$ cat config.mk
export PLATFORM = sky130hd
export DESIGN_NAME = sram_seq_ctrl
export DESIGN_NICKNAME = d
export VERILOG_FILES = /design/src/rtl/sram_seq_pkg.sv /design/src/rtl/sram_seq_timer.sv /design/src/rtl/sram_seq_fsm.sv /design/src/rtl/sram_seq_dpath.sv /design/src/rtl/sram_seq_ctrl.sv
export SDC_FILE = /design/constraint.sdc
export NUM_CORES = 1
export LEC_CHECK = 0
export ABC_CLOCK_PERIOD_IN_PS = 2000
export BUFFER_PORTS_ARGS = -buffer_cell sky130_fd_sc_hd__buf_4
export CAP_MARGIN = 20
export CORE_MARGIN = 5
export CORE_UTILIZATION = 35
export CTS_CLUSTER_SIZE = 28
export DETAILED_ROUTE_END_ITERATION = 7
export PLACE_DENSITY_LB_ADDON = 0.08
export SYNTH_ARGS = -nofsm -noshare
export SYNTH_HDL_FRONTEND = slang
export SYNTH_SLANG_ARGS = --single-unit
$ cat constraint.sdc
create_clock -name clk -period 2 [get_ports clk]
set_clock_uncertainty 0.2 [all_clocks]
set_input_delay 0.4 -clock clk [delete_from_list [all_inputs] [get_ports clk]]
set_output_delay 0.4 -clock clk [all_outputs]
set_load 0.01 [all_outputs]
$ cat src/rtl/sram_seq_pkg.sv
package sram_seq_pkg;

  typedef enum logic [2:0] {
    ST_IDLE  = 3'd0,
    ST_WSTRB = 3'd1,
    ST_WHOLD = 3'd2,
    ST_READ  = 3'd3,
    ST_RTURN = 3'd4
  } seq_state_t;

  // whole cycles needed to cover an interval, rounded up
  function automatic int ns_to_cyc(input int ns, input int period_ns);
    return (ns + period_ns - 1) / period_ns;
  endfunction

  function automatic int max2(input int a, input int b);
    return (a > b) ? a : b;
  endfunction

  function automatic int bits_for(input int v);
    return (v < 2) ? 1 : $clog2(v + 1);
  endfunction

endpackage

$ cat src/rtl/sram_seq_timer.sv
module sram_seq_timer #(
  parameter int CNT_W = 3
) (
  input  logic             clk,
  input  logic             rst_n,
  input  logic             load,
  input  logic [CNT_W-1:0] load_val,
  output logic             expired
);
  logic [CNT_W-1:0] cnt;

  always_ff @(posedge clk) begin
    if (!rst_n)            cnt <= '0;
    else if (load)         cnt <= load_val;
    else if (cnt != '0)    cnt <= cnt - 1'b1;
  end

  assign expired = (cnt == '0);
endmodule

$ cat src/rtl/sram_seq_fsm.sv
module sram_seq_fsm
  import sram_seq_pkg::*;
#(
  parameter int WP_CYC   = 5,
  parameter int HOLD_CYC = 1,
  parameter int RC_CYC   = 6,
  parameter int HZ_CYC   = 2,
  parameter int CNT_W    = 3
) (
  input  logic             clk,
  input  logic             rst_n,
  input  logic             req_valid,
  input  logic             req_write,
  input  logic             expired,
  output logic             accept,
  output logic             capture,
  output logic             done_set,
  output logic             load,
  output logic [CNT_W-1:0] load_val,
  output logic             idle,
  output logic             sel,
  output logic             we_act,
  output logic             oe_act,
  output logic             drv
);
  localparam logic [CNT_W-1:0] WP_LD   = CNT_W'(WP_CYC - 1);
  localparam logic [CNT_W-1:0] HOLD_LD = CNT_W'(HOLD_CYC - 1);
  localparam logic [CNT_W-1:0] RC_LD   = CNT_W'(RC_CYC - 1);
  localparam logic [CNT_W-1:0] HZ_LD   = CNT_W'(HZ_CYC - 1);

  seq_state_t state, nxt;

  always_comb begin
    nxt      = state;
    accept   = 1'b0;
    capture  = 1'b0;
    done_set = 1'b0;
    load     = 1'b0;
    load_val = '0;
    unique case (state)
      ST_IDLE: if (req_valid) begin
        accept   = 1'b1;
        load     = 1'b1;
        load_val = req_write ? WP_LD : RC_LD;
        nxt      = req_write ? ST_WSTRB : ST_READ;
      end
      ST_WSTRB: if (expired) begin
        load     = 1'b1;
        load_val = HOLD_LD;
        nxt      = ST_WHOLD;
      end
      ST_WHOLD: if (expired) begin
        done_set = 1'b1;
        nxt      = ST_IDLE;
      end
      ST_READ: if (expired) begin
        capture  = 1'b1;
        done_set = 1'b1;
        load     = 1'b1;
        load_val = HZ_LD;
        nxt      = ST_RTURN;
      end
      ST_RTURN: if (expired) nxt = ST_IDLE;
      default: nxt = ST_IDLE;
    endcase
  end

  always_ff @(posedge clk) begin
    if (!rst_n) state <= ST_IDLE;
    else        state <= nxt;
  end

  // pin intent decoded from the registered state only
  assign idle   = (state == ST_IDLE);
  assign sel    = (state == ST_WSTRB) || (state == ST_WHOLD) || (state == ST_READ);
  assign we_act = (state == ST_WSTRB);
  assign oe_act = (state == ST_READ);
  assign drv    = (state == ST_WSTRB) || (state == ST_WHOLD);
endmodule

$ cat src/rtl/sram_seq_dpath.sv
module sram_seq_dpath #(
  parameter int ADDR_W = 13,
  parameter int DATA_W = 8
) (
  input  logic              clk,
  input  logic              rst_n,
  input  logic              accept,
  input  logic              capture,
  input  logic              done_set,
  input  logic [ADDR_W-1:0] req_addr,
  input  logic [DATA_W-1:0] req_wdata,
  input  logic [DATA_W-1:0] bus_in,
  output logic [ADDR_W-1:0] addr_q,
  output logic [DATA_W-1:0] wdata_q,
  output logic [DATA_W-1:0] rdata_q,
  output logic              done_q
);
  always_ff @(posedge clk) begin
    if (!rst_n) begin
      addr_q  <= '0;
      wdata_q <= '0;
      rdata_q <= '0;
      done_q  <= 1'b0;
    end else begin
      if (accept) begin
        addr_q  <= req_addr;
        wdata_q <= req_wdata;
      end
      if (capture) rdata_q <= bus_in;
      done_q <= done_set;
    end
  end
endmodule

$ cat src/rtl/sram_seq_ctrl.sv
module sram_seq_ctrl
  import sram_seq_pkg::*;
#(
  parameter int ADDR_W        = 13,
  parameter int DATA_W        = 8,
  parameter int CLK_PERIOD_NS = 10,
  parameter int STROBE_NS     = 45,
  parameter int WCYCLE_NS     = 55,
  parameter int DSETUP_NS     = 25,
  parameter int RCYCLE_NS     = 55,
  parameter int RELEASE_NS    = 20
) (
  input  logic              clk,
  input  logic              rst_n,
  input  logic              req_valid,
  input  logic              req_write,
  input  logic [ADDR_W-1:0] req_addr,
  input  logic [DATA_W-1:0] req_wdata,
  output logic              req_ready,
  output logic [DATA_W-1:0] rsp_rdata,
  output logic              rsp_done,
  output logic [ADDR_W-1:0] mem_addr,
  output logic              mem_ce_n,
  output logic              mem_ce2,
  output logic              mem_we_n,
  output logic              mem_oe_n,
  output logic [DATA_W-1:0] mem_dq_out,
  output logic              mem_dq_oe,
  input  logic [DATA_W-1:0] mem_dq_in
);
  // drivers are on for the whole strobe, so it must also cover data setup
  localparam int WP_CYC   = max2(ns_to_cyc(STROBE_NS, CLK_PERIOD_NS),
                                 ns_to_cyc(DSETUP_NS, CLK_PERIOD_NS));
  localparam int HOLD_CYC = max2(1, ns_to_cyc(WCYCLE_NS, CLK_PERIOD_NS) - WP_CYC);
  localparam int RC_CYC   = max2(1, ns_to_cyc(RCYCLE_NS, CLK_PERIOD_NS));
  localparam int HZ_CYC   = max2(1, ns_to_cyc(RELEASE_NS, CLK_PERIOD_NS));
  localparam int MAX_CYC  = max2(max2(WP_CYC, HOLD_CYC), max2(RC_CYC, HZ_CYC));
  localparam int CNT_W    = bits_for(MAX_CYC);

  // named internal events, also used by the bound checker
  logic             ev_accept, ev_capture, ev_done_set, ev_load, ev_expired;
  logic [CNT_W-1:0] ev_load_val;
  logic             st_idle, pin_sel, pin_we, pin_oe, pin_drv;

  sram_seq_timer #(.CNT_W(CNT_W)) u_timer (
    .clk      (clk),
    .rst_n    (rst_n),
    .load     (ev_load),
    .load_val (ev_load_val),
    .expired  (ev_expired)
  );

  sram_seq_fsm #(
    .WP_CYC(WP_CYC), .HOLD_CYC(HOLD_CYC), .RC_CYC(RC_CYC),
    .HZ_CYC(HZ_CYC), .CNT_W(CNT_W)
  ) u_fsm (
    .clk      (clk),
    .rst_n    (rst_n),
    .req_valid(req_valid),
    .req_write(req_write),
    .expired  (ev_expired),
    .accept   (ev_accept),
    .capture  (ev_capture),
    .done_set (ev_done_set),
    .load     (ev_load),
    .load_val (ev_load_val),
    .idle     (st_idle),
    .sel      (pin_sel),
    .we_act   (pin_we),
    .oe_act   (pin_oe),
    .drv      (pin_drv)
  );

  sram_seq_dpath #(.ADDR_W(ADDR_W), .DATA_W(DATA_W)) u_dpath (
    .clk      (clk),
    .rst_n    (rst_n),
    .accept   (ev_accept),
    .capture  (ev_capture),
    .done_set (ev_done_set),
    .req_addr (req_addr),
    .req_wdata(req_wdata),
    .bus_in   (mem_dq_in),
    .addr_q   (mem_addr),
    .wdata_q  (mem_dq_out),
    .rdata_q  (rsp_rdata),
    .done_q   (rsp_done)
  );

  assign req_ready = st_idle;
  assign mem_ce_n  = ~pin_sel;
  assign mem_ce2   = pin_sel;
  assign mem_we_n  = ~pin_we;
  assign mem_oe_n  = ~pin_oe;
  assign mem_dq_oe = pin_drv;
endmodule

### Word-level counts from Yosys, hierarchy flattened

Index checks and enable logic that the tools add are counted.

| word-level totals | value |
|---|---|
| output and inout port bits | 36 |
| input port bits | 33 |
| bits in registers | 36 |
| word-level logic and storage cells | 46 |

| operators by class | value |
|---|---|
| muxes and demuxes | 17 |
| reduce and logical (&&, ||, !) cells | 11 |
| bitwise gates (word level) | 3 |
| equal/unequal tests | 8 |
| add/subtract/negate cells | 1 |

Operators with widths:

| kind | number |
|---|---|
| 3-bit two-way mux | 7 |
| 3-bit one-hot mux with 4 select lines | 1 |
| 3-bit by 2-bit == test with 1-bit output, second input constant | 2 |
| 3-bit logical NOT | 2 |
| 1-bit two-way mux | 6 |
| 2-bit inequality test, second input constant | 3 |
| 3-bit one-hot mux with 2 select lines | 1 |
| 2-bit OR reduction | 3 |
| 4-bit AND reduction | 1 |
| 3-bit by 1-bit == test with 1-bit output, second input constant | 1 |
| 3-bit == test, second input constant | 1 |
| 1-bit NOT | 3 |
| 3-bit nonzero test | 1 |
| 3-bit by 1-bit subtractor with 3-bit output, second input constant | 1 |
| 1-bit logical OR | 2 |
| 2-bit two-way mux | 1 |
| 2-bit by 1-bit inequality test with 1-bit output, second input constant | 1 |
| 1-bit one-hot mux with 2 select lines | 1 |
| 2-bit AND reduction | 1 |
| 2-bit nonzero test | 1 |

### Logic depth before layout (Yosys ltp)

| logic depth | value |
|---|---|
| word-level depth | 4 |
| mapped depth | 7 |

### By module

Synthesis repeated with hierarchy kept, for this count alone.

| unflattened totals | value |
|---|---|
| cell total of the unflattened synthesis | 153 |
| area total of the unflattened synthesis | 1637.8 um^2 |

Modules (own cells, without submodules):

| module | times used | cells each | area each (um^2) |
|---|---|---|---|
| sram_seq_dpath | 1 | 96 | 1148.6 |
| sram_seq_fsm | 1 | 32 | 272.8 |
| sram_seq_timer | 1 | 22 | 205.2 |
| sram_seq_ctrl | 1 | 3 | 11.3 |

### Worst setup path after synthesis

OpenSTA, ideal clock, no wires.

| timing | value |
|---|---|
| path type | reg2reg |
| from | register u_fsm.state[2] |
| to | register u_timer.cnt[1] |
| stages on the path, launching flop included | 7 |
| data required time | 1.685 ns |
| path slack | 0.354 ns |
| library setup time | 0.115 ns |
| arrival | 1.331 ns |
| path through | dfxtp_1 > buf_6 > or4b_4 > buf_6 > nand2_2 > o2bb2ai_1 > and2_1 |

| on the way | value |
|---|---|
| cells in the longest elaborated chain, start to end | 4 |

Ends and longest elaborated chain:

| item | line | source |
|---|---|---|
| start: declaration | sram_seq_fsm.sv:31 | `seq_state_t state, nxt;` |
| start signal: assignment | sram_seq_fsm.sv:70 | `else state <= nxt;` |
| 3-bit by 1-bit == test with 1-bit output or 3-bit by 2-bit == test with 1-bit output (tied branches) | sram_seq_fsm.sv:40 | `unique case (state)` |
| 2-bit OR reduction (no line) | -- |  |
| 1-bit one-hot mux with 2 select lines | sram_seq_fsm.sv:40 |  |
| 3-bit two-way mux or 2-bit nonzero test (tied branches) | -- |  |
| end signal: assignment | sram_seq_timer.sv:14 | `else if (load) cnt <= load_val;` |
| end signal: assignment | sram_seq_timer.sv:15 | `else if (cnt != '0) cnt <= cnt - 1'b1;` |
| end: declaration | sram_seq_timer.sv:10 | `logic [CNT_W-1:0] cnt;` |

Parallel ways exist; a longest one is shown, timed or not.
A chain may end at the register's enable or synchronous reset.

### Worst setup path in the final report

| timing | value |
|---|---|
| from | register u_fsm.state[0] |
| to | output mem_we_n |

| on the way | value |
|---|---|
| cells in the longest elaborated chain, start to end | 2 |

Ends and longest elaborated chain:

| item | line | source |
|---|---|---|
| 3-bit by 1-bit == test with 1-bit output | sram_seq_fsm.sv:76 | `assign we_act = (state == ST_WSTRB);` |
| 1-bit NOT | sram_seq_ctrl.sv:92 | `assign mem_we_n = ~pin_we;` |
| end: declaration | sram_seq_ctrl.sv:25 | `output logic mem_we_n,` |

Every way passes these cells.

==> run summary <==
PortBufs - 68
CTS-repair resized insts - 0
Crit end category - primary output
Fin crit period - 1.86 ns
Leading area contributor after synthesis - dfxtp_1
Chip height - 74.0 um
Final Hold Viols - 0
Post-CTS Setup Repair Bufs - 0
Gr ovfl total - 0
Compound-cell area share of the yosys netlist - 0.118
Number of global-route vias before repair - 1289
Number of fill cells - 396
Dpl hpwl - 2700 um
Hold wc startpoint - mem_dq_in[7]
Clock slew at reported path FFs - 0.07 ns
Setup violations, final - 0
Core Util, Final - 0.514
Max frequency - 539 MHz
Tot Pwr - 2.00 mW
Crit path DAT - 1.26 ns
Slew headroom - 0.726
Diodes inserted - 0
Post-Synth XOR/XNOR Area - 0.00611
Final WL - 3610 um
# nets final - 269
RSZ-0062 raised after global routing - false
Area Growth Syn to Fin - 42.4%
Gate Count Post-Synth - 167
First-pass GRT wire length - 5690 um
DIE WIDTH - 74.0 um
Pre-antenna DRT Iters - 4
Final setup TNS - 0 ns
Critical path peak fanout - 8
Num ports - 69
Hold path depth - 3
Wire per inst - 12.7 um
Netlist Area Pre-Place - 0.00143 sq mm
Slew at the pin closest to its max-slew limit - 0.409 ns
Yosys reg bits - 36
Post-DR vias/cell - 4.65
Pleak - 0.908 nW
CTS tree - built
Die Area - 0.00547 sq mm
DP Cell Count - 277
Antenna-violating nets left - 0
Reg2reg start - u_fsm.state[2]$_SDFFE_PN0P_
FP Rows - 23
GRT Resource Usage Total - 0.133
Reg2reg path depth - 4
Sequential-to-total area share from yosys stat - 0.503
Share of layout cells above drive strength 1 - 0.345
Distinct cells, synth - 28
Number of CTS-inserted buffers - 5
Bufs on Longest Clock Path - 2
Area share of the largest cell type after synthesis - 0.503
Synth Area in Simple Gates - 0.217
Largest family of logic cells by synthesized area - simple AND/OR/NAND/NOR gates
Setup Crit Path Kind - register to primary output
Mean post-synth cell area - 8.58 sq um
Post-route clock period utilization - 0.928
Max Cap Viol - 0
Hold Crit Endpoint - u_dpath.rdata_q[7]$_SDFFE_PN0P_
H-Tree Depth - 2
Fin cells - 285
Clock Latency Late Sink - 0.28 ns
Hold buffer count at cts - 0
Largest net degree at the start of global routing - 26
Critical Path Start Type - register
Worst reg2reg setup slack - 0.21 ns
Outcome - complete, no violations
Post-Syn Nets - 202
CTS Root Cell - clkbuf_8
Yosys warns - 0
Hold Crit Class - primary input to register
Worst flop-to-flop path endpoint - u_timer.cnt[1]$_SDFFE_PN0P_
Starting Density - 0.361
Initial antenna violation count - 0
Gpl congestion - 0.923
Core Box Area - 0.00397 sq mm
Routed via count - 1326
Mux share of post-synthesis cell area - 0.0699
Synth area leaders - dfxtp_1, nand2_1, a21oi_1
Worst VDD drop - 0.000550 V
PwrDens - 982 mW/mm^2
Clk sinks - 36
DRC - 0
Max-slew violation count - 0
Commonest non-fill, non-tap cell in the layout - buf_4
Synth Area in Adders - 0.0175
CP required - 1.40 ns
Most frequent cells in the layout - buf_4, nand2_1, dfxtp_1
Initial DRC Count - 63
-- area by class of cell --
type                            count  area, sq um  area share
Sequential cell                    36          721       0.353
Clock inverter                      1         8.76     0.00429
Timing Repair Buffer               72          541       0.265
Multi-Input combinational cell    114          613       0.300
Clock buffer                        7         76.3      0.0374
Tap cell                           50         62.6      0.0307
Inverter                            5         18.8     0.00920
-- cell usage after synthesis, drive strengths merged --
| library cell | number |
|---|---|
| a211oi | 1 |
| o211a | 1 |
| ha | 2 |
| a22oi | 1 |
| clkinv | 1 |
| nor2b | 1 |
| xnor2 | 1 |
| buf | 8 |
| dfxtp | 36 |
| a21oi | 24 |
| nor3 | 1 |
| nand2 | 46 |
| nand2b | 1 |
| o22a | 1 |
| inv | 4 |
| a31oi | 1 |
| nor4 | 1 |
| or4b | 1 |
| o2bb2ai | 1 |
| nor4bb | 1 |
| clkbuf | 4 |
| nor2 | 16 |
| nand3b | 1 |
| and2 | 2 |
| mux2i | 10 |
-- flip-flops by register name (all words and copies together) (netlist names) --
name	count
u_timer.cnt	3
u_dpath.wdata_q	8
u_dpath.done_q	1
u_dpath.addr_q	13
u_fsm.state	3
u_dpath.rdata_q	8
-- where the power goes --
part / internal (mW) / leakage, nW / switching (mW)
registers: 0.802 / 0.294 / 0.0592
clock network: 0.249 / 0.0424 / 0.254
logic: 0.309 / 0.571 / 0.331
total: 1.36 / 0.908 / 0.644
-- critical path: stages, from the launching register on --
cell     delay [ns]
dfxtp_1        0.48
nor2b_1        0.26
nand2_1        0.09
buf_4          0.15
-- through the flow --
step / setup WS (ns) / hold WS [ns] / instance area, sq um
floorplan: 0.354 / 0.281 / 1430
global placement: 0.236 / 0.242 / 1960
detailed placement: 0.190 / 0.248 / 1960
CTS: 0.140 / 0.143 / 2040
global route: 0.0338 / 0.151 / 2040
finish: 0.143 / 0.149 / 2040
-- cell families (layout without fill, tap and decap cells) --
logic type | after synthesis | after routing
simple gates | 71 | 71
flops | 36 | 36
compound gates | 30 | 30
buf+inv | 17 | 85
mux | 10 | 10
fa+ha+maj | 2 | 2
xor+xnor | 1 | 1
-- per-layer routing --
| layer | wire (um) | GRT usage | vias to the layer above |
|---|---|---|---|
| li1 | - | - | 680 |
| met5 | 0 | 0 | - |
| met2 | 1790 | 0.230 | 58 |
| met4 | 49 | 0.0543 | 0 |
| met1 | 1460 | 0.152 | 582 |
| met3 | 305 | 0.0432 | 6 |
-- worst max-delay path by stage --
| stage | start | cells after the start | slack (ns) | to |
|---|---|---|---|---|
| 6_report | u_fsm.state[0]$_SDFFE_PN0P_ | 3 | 0.14 | mem_we_n |
| 5_1_grt | u_fsm.state[0]$_SDFFE_PN0P_ | 3 | 0.03 | mem_we_n |
| 4_1_cts | u_fsm.state[0]$_SDFFE_PN0P_ | 3 | 0.14 | mem_we_n |
| 3_5_place_dp | req_valid | 5 | 0.19 | u_timer.cnt[1]$_SDFFE_PN0P_ |
| 3_3_place_gp | req_valid | 5 | 0.24 | u_timer.cnt[1]$_SDFFE_PN0P_ |
| 2_1_floorplan | u_fsm.state[2]$_SDFFE_PN0P_ | 6 | 0.35 | u_timer.cnt[1]$_SDFFE_PN0P_ |
Power figures use the tool's default switching activity.
